File: config.mk
export PLATFORM = sky130hd
export DESIGN_NAME = evt_cond_counter
export DESIGN_NICKNAME = d
export VERILOG_FILES = /design/src/rtl/cec_pkg.sv /design/src/rtl/cec_lane_sel.sv /design/src/rtl/cec_condition.sv /design/src/rtl/cec_accum.sv /design/src/rtl/evt_cond_counter.sv
export SDC_FILE = /design/constraint.sdc
export NUM_CORES = 1
export LEC_CHECK = 0
export BUFFER_PORTS_ARGS = -buffer_cell sky130_fd_sc_hd__buf_2
export CAP_MARGIN = 0
export CELL_PAD_IN_SITES_DETAIL_PLACEMENT = 1
export CELL_PAD_IN_SITES_GLOBAL_PLACEMENT = 1
export CORE_MARGIN = 2
export CORE_UTILIZATION = 37
export CTS_CLUSTER_SIZE = 28
export DETAILED_ROUTE_END_ITERATION = 6
export PLACE_DENSITY_LB_ADDON = 0.1
export SETUP_SLACK_MARGIN = 0.4
export SYNTH_ARGS = -nofsm -noshare
export SYNTH_HDL_FRONTEND = slang
export SYNTH_SLANG_ARGS = --single-unit
File: constraint.sdc
create_clock -name clk -period 4.6 [get_ports clk]
set_input_delay 0.92 -clock clk [delete_from_list [all_inputs] [get_ports clk]]
set_output_delay 0.92 -clock clk [all_outputs]
set_load 0.03 [all_outputs]
File: src/rtl/cec_pkg.sv
package cec_pkg;

  localparam int CTL_W = 32;

  typedef struct packed {
    logic [7:0] thr;
    logic       inv;
    logic       en;
    logic [1:0] rsv_hi;
    logic       rsv_mid;
    logic       edg;
    logic       clr;
    logic       rsv_lo;
    logic [7:0] umask;
    logic [7:0] evsel;
  } ctl_t;

  // compare step of the chain, before inversion
  function automatic logic meets_thr(input logic [7:0] inc, input logic [7:0] thr);
    return inc >= thr;
  endfunction

  // inversion and transition steps, applied after the compare
  function automatic logic cond_pulse(input logic cur, input logic prev,
                                      input logic inv, input logic edg);
    logic p;
    if (edg) p = inv ? (prev & ~cur) : (~prev & cur);
    else     p = inv ? ~cur : cur;
    return p;
  endfunction

endpackage

File: src/rtl/cec_lane_sel.sv
module cec_lane_sel #(
  parameter int NUM_LANES = 4,
  parameter int INC_W     = 5,
  parameter int SUB_W     = 8
) (
  input  logic [NUM_LANES*INC_W-1:0] ev_inc,
  input  logic [NUM_LANES*SUB_W-1:0] ev_sub,
  input  logic [7:0]                 evsel,
  input  logic [SUB_W-1:0]           umask,
  output logic [INC_W-1:0]           inc_sel
);

  logic [NUM_LANES-1:0] lane_hit;

  for (genvar k = 0; k < NUM_LANES; k++) begin : g_lane
    assign lane_hit[k] = (evsel == 8'(k)) && |(umask & ev_sub[k*SUB_W +: SUB_W]);
  end

  always_comb begin
    inc_sel = '0;
    for (int k = 0; k < NUM_LANES; k++)
      if (lane_hit[k]) inc_sel = inc_sel | ev_inc[k*INC_W +: INC_W];
  end

  always_comb begin
    assert ($onehot0(lane_hit)) else $error("lane select hit more than one lane");
  end

endmodule

File: src/rtl/cec_condition.sv
module cec_condition
  import cec_pkg::*;
#(
  parameter int INC_W = 5
) (
  input  logic             clk,
  input  logic             rst_n,
  input  logic [INC_W-1:0] inc,
  input  logic [7:0]       thr,
  input  logic             inv,
  input  logic             edg,
  input  logic             en_local,
  input  logic             active,
  input  logic             clr,
  input  logic             cfg_wr,
  output logic [INC_W-1:0] add_val,
  output logic             bypass,
  output logic             pulse
);

  logic cmp_now;
  logic cmp_prev;

  assign bypass  = (thr == 8'd0);
  assign cmp_now = meets_thr(8'(inc), thr);
  assign pulse   = cond_pulse(cmp_now, cmp_prev, inv, edg);
  assign add_val = bypass ? inc : INC_W'(pulse);

  always_ff @(posedge clk or negedge rst_n) begin
    if (!rst_n)                 cmp_prev <= 1'b0;
    else if (clr || !en_local)  cmp_prev <= 1'b0;
    else if (active)            cmp_prev <= cmp_now;
  end


  edge_gap_chk: assert property (@(posedge clk) disable iff (!rst_n)
    (edg && !bypass && active && pulse && !clr && !cfg_wr) |=> !pulse);

endmodule

File: src/rtl/cec_accum.sv
module cec_accum #(
  parameter int CNT_W = 44,
  parameter int INC_W = 5
) (
  input  logic             clk,
  input  logic             rst_n,
  input  logic             load,
  input  logic [CNT_W-1:0] load_val,
  input  logic             clr,
  input  logic             active,
  input  logic [INC_W-1:0] add_val,
  output logic [CNT_W-1:0] cnt
);

  always_ff @(posedge clk or negedge rst_n) begin
    if (!rst_n)      cnt <= '0;
    else if (load)   cnt <= load_val;
    else if (clr)    cnt <= '0;
    else if (active) cnt <= cnt + CNT_W'(add_val);
  end


  hold_chk: assert property (@(posedge clk) disable iff (!rst_n)
    (!active && !load && !clr) |=> $stable(cnt));


  clear_chk: assert property (@(posedge clk) disable iff (!rst_n)
    (clr && !load) |=> (cnt == '0));

endmodule

File: src/rtl/evt_cond_counter.sv
module evt_cond_counter
  import cec_pkg::*;
#(
  parameter int NUM_LANES = 4,
  parameter int INC_W     = 5,
  parameter int SUB_W     = 8,
  parameter int CNT_W     = 44
) (
  input  logic                       clk,
  input  logic                       rst_n,
  input  logic                       wr_en,
  input  logic                       wr_addr,
  input  logic [CNT_W-1:0]           wr_data,
  input  logic                       box_en,
  input  logic                       box_frz,
  input  logic [NUM_LANES*INC_W-1:0] ev_inc,
  input  logic [NUM_LANES*SUB_W-1:0] ev_sub,
  output logic [CTL_W-1:0]           ctl_rd,
  output logic [CNT_W-1:0]           cnt_rd
);

  localparam logic ADDR_CTL = 1'b0;
  localparam logic ADDR_CNT = 1'b1;

  ctl_t             ctl_q;
  ctl_t             ctl_wr;
  logic             cfg_wr;
  logic             cnt_load;
  logic             cnt_clr;
  logic             active;
  logic [INC_W-1:0] inc_sel;
  logic [INC_W-1:0] add_val;
  logic             bypass;
  logic             pulse;

  assign ctl_wr   = ctl_t'(wr_data[CTL_W-1:0]);
  assign cfg_wr   = wr_en && (wr_addr == ADDR_CTL);
  assign cnt_load = wr_en && (wr_addr == ADDR_CNT);
  assign cnt_clr  = cfg_wr && ctl_wr.clr;
  assign active   = ctl_q.en && box_en && !box_frz;

  always_ff @(posedge clk or negedge rst_n) begin
    if (!rst_n) ctl_q <= '0;
    else if (cfg_wr) begin
      ctl_q     <= ctl_wr;
      ctl_q.clr <= 1'b0;
    end
  end

  cec_lane_sel #(.NUM_LANES(NUM_LANES), .INC_W(INC_W), .SUB_W(SUB_W)) u_sel (
    .ev_inc (ev_inc),
    .ev_sub (ev_sub),
    .evsel  (ctl_q.evsel),
    .umask  (ctl_q.umask),
    .inc_sel(inc_sel)
  );

  cec_condition #(.INC_W(INC_W)) u_cond (
    .clk     (clk),
    .rst_n   (rst_n),
    .inc     (inc_sel),
    .thr     (ctl_q.thr),
    .inv     (ctl_q.inv),
    .edg     (ctl_q.edg),
    .en_local(ctl_q.en),
    .active  (active),
    .clr     (cnt_clr),
    .cfg_wr  (cfg_wr),
    .add_val (add_val),
    .bypass  (bypass),
    .pulse   (pulse)
  );

  cec_accum #(.CNT_W(CNT_W), .INC_W(INC_W)) u_acc (
    .clk     (clk),
    .rst_n   (rst_n),
    .load    (cnt_load),
    .load_val(wr_data),
    .clr     (cnt_clr),
    .active  (active),
    .add_val (add_val),
    .cnt     (cnt_rd)
  );

  assign ctl_rd = ctl_q;


  unit_step_chk: assert property (@(posedge clk) disable iff (!rst_n)
    (active && !bypass && !wr_en) |=> ((cnt_rd - $past(cnt_rd)) <= CNT_W'(1)));


  raw_add_chk: assert property (@(posedge clk) disable iff (!rst_n)
    (active && bypass && !wr_en) |=> (cnt_rd == $past(cnt_rd) + CNT_W'($past(inc_sel))));


  clr_bit_chk: assert property (@(posedge clk) disable iff (!rst_n)
    cfg_wr |=> (ctl_rd[17] == 1'b0 && ctl_rd[31:18] == $past(wr_data[31:18])));

endmodule

==> impl_metrics.ini <==
[clock_network]
cts.sinks = 76
cts.hold.buffers_added = 0
h-tree-depth = 3
cts_buffer_depth = 2
path_clk_slew_ns = 0.06
cts_made_buffers = 9
insertion_delay_ns = 0.35
cts_tree = built
root_buffer = clkbuf_16

[timing]
post-route-period-util_pct = 97.9
setup_slack_ns = 0.0983
fin_skew_ns = 0.0109
setup_violations = 0
rsz0062_at_grt = true
drv_slew = 0
worst_pin_slew_ns = 1.05
maxSlewHeadroom_pct = 29.7
min_period_ns = 4.50
hold_viol = 0
max_freq_mhz = 222

[yosys]
postSynthCellCount = 542
ys_seq_area_share_pct = 39.0
ys_warn_count = 0
async_reset_ff_share_pct = 100
syn_area_um2 = 4870
synth_common_cells = nand2_1, dfrtp_1, a21oi_1
synth_edf_count = 0
avgSynthCellArea_um2 = 8.99
synth_top_cell_by_area = dfrtp_1
ys_seq_elements = 76
synth_most_common_cell = nand2_1
ys_dominant_reg_cell = dfrtp_1
syn-num-nets = 655
yosysTopAreaCellShare_pct = 39.0
synth.distinct_cells = 68
synthTopCellsByArea = dfrtp_1, a21oi_1, nand2_1

[worst_setup_path]
crit_path_end_kind = flop
required_ns = 4.84
crit_type = input pin to flop
arrival_ns = 4.74
crit_fanout = 5
worstSetupStartpointType = input pin

[route]
via_per_inst = 5.72
ant_nets = 0
drt_iter0_drc = 220
drc_errors = 0
dr_total_vias = 5218
drt_pass1_iterations = 4
wire_per_inst_um = 20.8
wl_um = 19000

[floorplanning]
ioPinCount = 178
die_area_um2 = 14100
die_w_um = 119
start_util_pct = 38.3
die_h_um = 119
coreArea_um2 = 12700
num_rows = 41

[power]
ir_drop_v = 0.000214
p_per_area_nw_per_um2 = 313
p_leak_nw = 3.06
total_power_mw = 2.14

[global_routing]
grt_pass1_wl_um = 29500
antenna_found_initial = 0
grt_max_degree = 77
overflow = 0
grt_util_all_layers_pct = 26.7
grt_pass1_vias = 5436

[job]
maxCapViolCount = 0

[cells_and_area]
area_growth_pct = 40.6
nNetsFinal = 850
stdcell_count = 913
diodes = 0
utilization_pct = 53.9
fillers = 1523
drive_above_1_share_pct = 46.0

[placed_design]
dp_cells = 889
dp_slack_ns = -0.289
numPortBuffers = 176
dpl.hpwl_um = 13900
place_congestion = 0.883

[run_status]
status = completed

[hold_path]
hp-class = flop to flop
## cells by family (layout without fill, tap and decap cells)
family / count (synthesis) / count (layout) / share of synthesized area, %
fa+ha+maj: 11 / 11 / 2.98
compound gates: 186 / 186 / 25.0
buf+inv: 36 / 235 / 3.34
other cells: 1 / 1 / 0.0769
simple gates: 193 / 193 / 21.2
mux: 28 / 28 / 6.44
flops: 76 / 76 / 39.0
xor+xnor: 11 / 11 / 1.98
## what timing repair did
item | CTS | global route
pin swaps | 42 | 19
cloned | 0 | 0
endpoints found under the setup margin | 40 | 42
setup buffers | 6 | 3
resized for setup | 50 | 37
## cell type report
cell class                      count  area, um^2  share of cell area (%)
Multi-Input combinational cell    430        3190                    46.6
Tap cell                          172         215                    3.14
Clock buffer                       11         243                    3.54
Clock inverter                      4        50.0                   0.730
Timing Repair Buffer              211        1220                    17.8
Inverter                            9        33.8                   0.493
Sequential cell                    76        1900                    27.7
## critical path: stages
cell	delay (ns)
buf_6	0.09
a22o_1	0.23
a221oi_2	0.26
a311oi_4	0.18
a22o_1	0.25
a221oi_2	0.25
ha_1	0.28
nor2b_1	0.11
o21ai_1	0.08
a21oi_2	0.20
a211oi_2	0.06
nor2_1	0.12
a22oi_2	0.07
ha_2	0.25
fa_2	0.37
a211oi_2	0.24
o21bai_2	0.11
buf_4	0.15
buf_6	0.12
a22o_1	0.20
a21oi_2	0.14
nor2_1	0.05
## path summary, 6_finish.rpt
path | from | endpoint | slack, ns | cells after the start
max in group asynchronous | rst_n | u_acc.cnt[36]$_DFFE_PN0P_ | 3.19 | 1
worst min-delay path | ctl_rd[21]$_DFFE_PN0P_ | ctl_rd[21]$_DFFE_PN0P_ | 0.51 | 1
worst min register to register | ctl_rd[21]$_DFFE_PN0P_ | ctl_rd[21]$_DFFE_PN0P_ | 0.51 | 1
worst max register to register | ctl_rd[3]$_DFFE_PN0P_ | u_acc.cnt[6]$_DFFE_PN0P_ | 0.25 | 21
min in group asynchronous | rst_n | ctl_rd[28]$_DFFE_PN0P_ | 0.74 | 1
worst max-delay path | ev_sub[18] | u_acc.cnt[6]$_DFFE_PN0P_ | 0.1 | 22
## registers in the layout, indices dropped and copies added, names as in the netlist
signal / cells
u_acc.cnt: 44
ctl_rd: 31
u_cond.cmp_prev: 1
## metal layers
| metal | track usage (%) | part of all wire (%) |
|---|---|---|
| met5 | 0 | 0 |
| met4 | 7.07 | 1.6 |
| met1 | 34.2 | 44 |
| met2 | 45.8 | 50 |
| met3 | 5.16 | 4.1 |
## layout by cell type (no fill, tap or decap), types with 14 or more instances in the layout
cell type and instances:
buf_2 174, buf_4 25, o21ai_0 24, mux2_2 26, dfrtp_1 76, a22oi_1 14, o21ai_1 18, nor2_1 28
a21oi_2 14, a21oi_1 49, nand2_1 78, nand3_1 18
## through the flow
step / cell area (um^2) / hold WS [ns] / setup TNS (ns)
detailed placement: 6130 / 0.497 / -5.89
global route: 6860 / 0.524 / -0.758
finish: 6860 / 0.509 / 0
global placement: 6130 / 0.485 / -2.04
floorplan: 4950 / 0.528 / 0
CTS: 6700 / 0.513 / 0
## power by group
part	leakage, nW	internal (mW)	switching (mW)
clock	0.138	0.431	0.290
sequential	0.963	0.740	0.106
combinational	1.96	0.208	0.369
total	3.06	1.38	0.765
No activity file was read; power rests on OpenSTA's default activity.
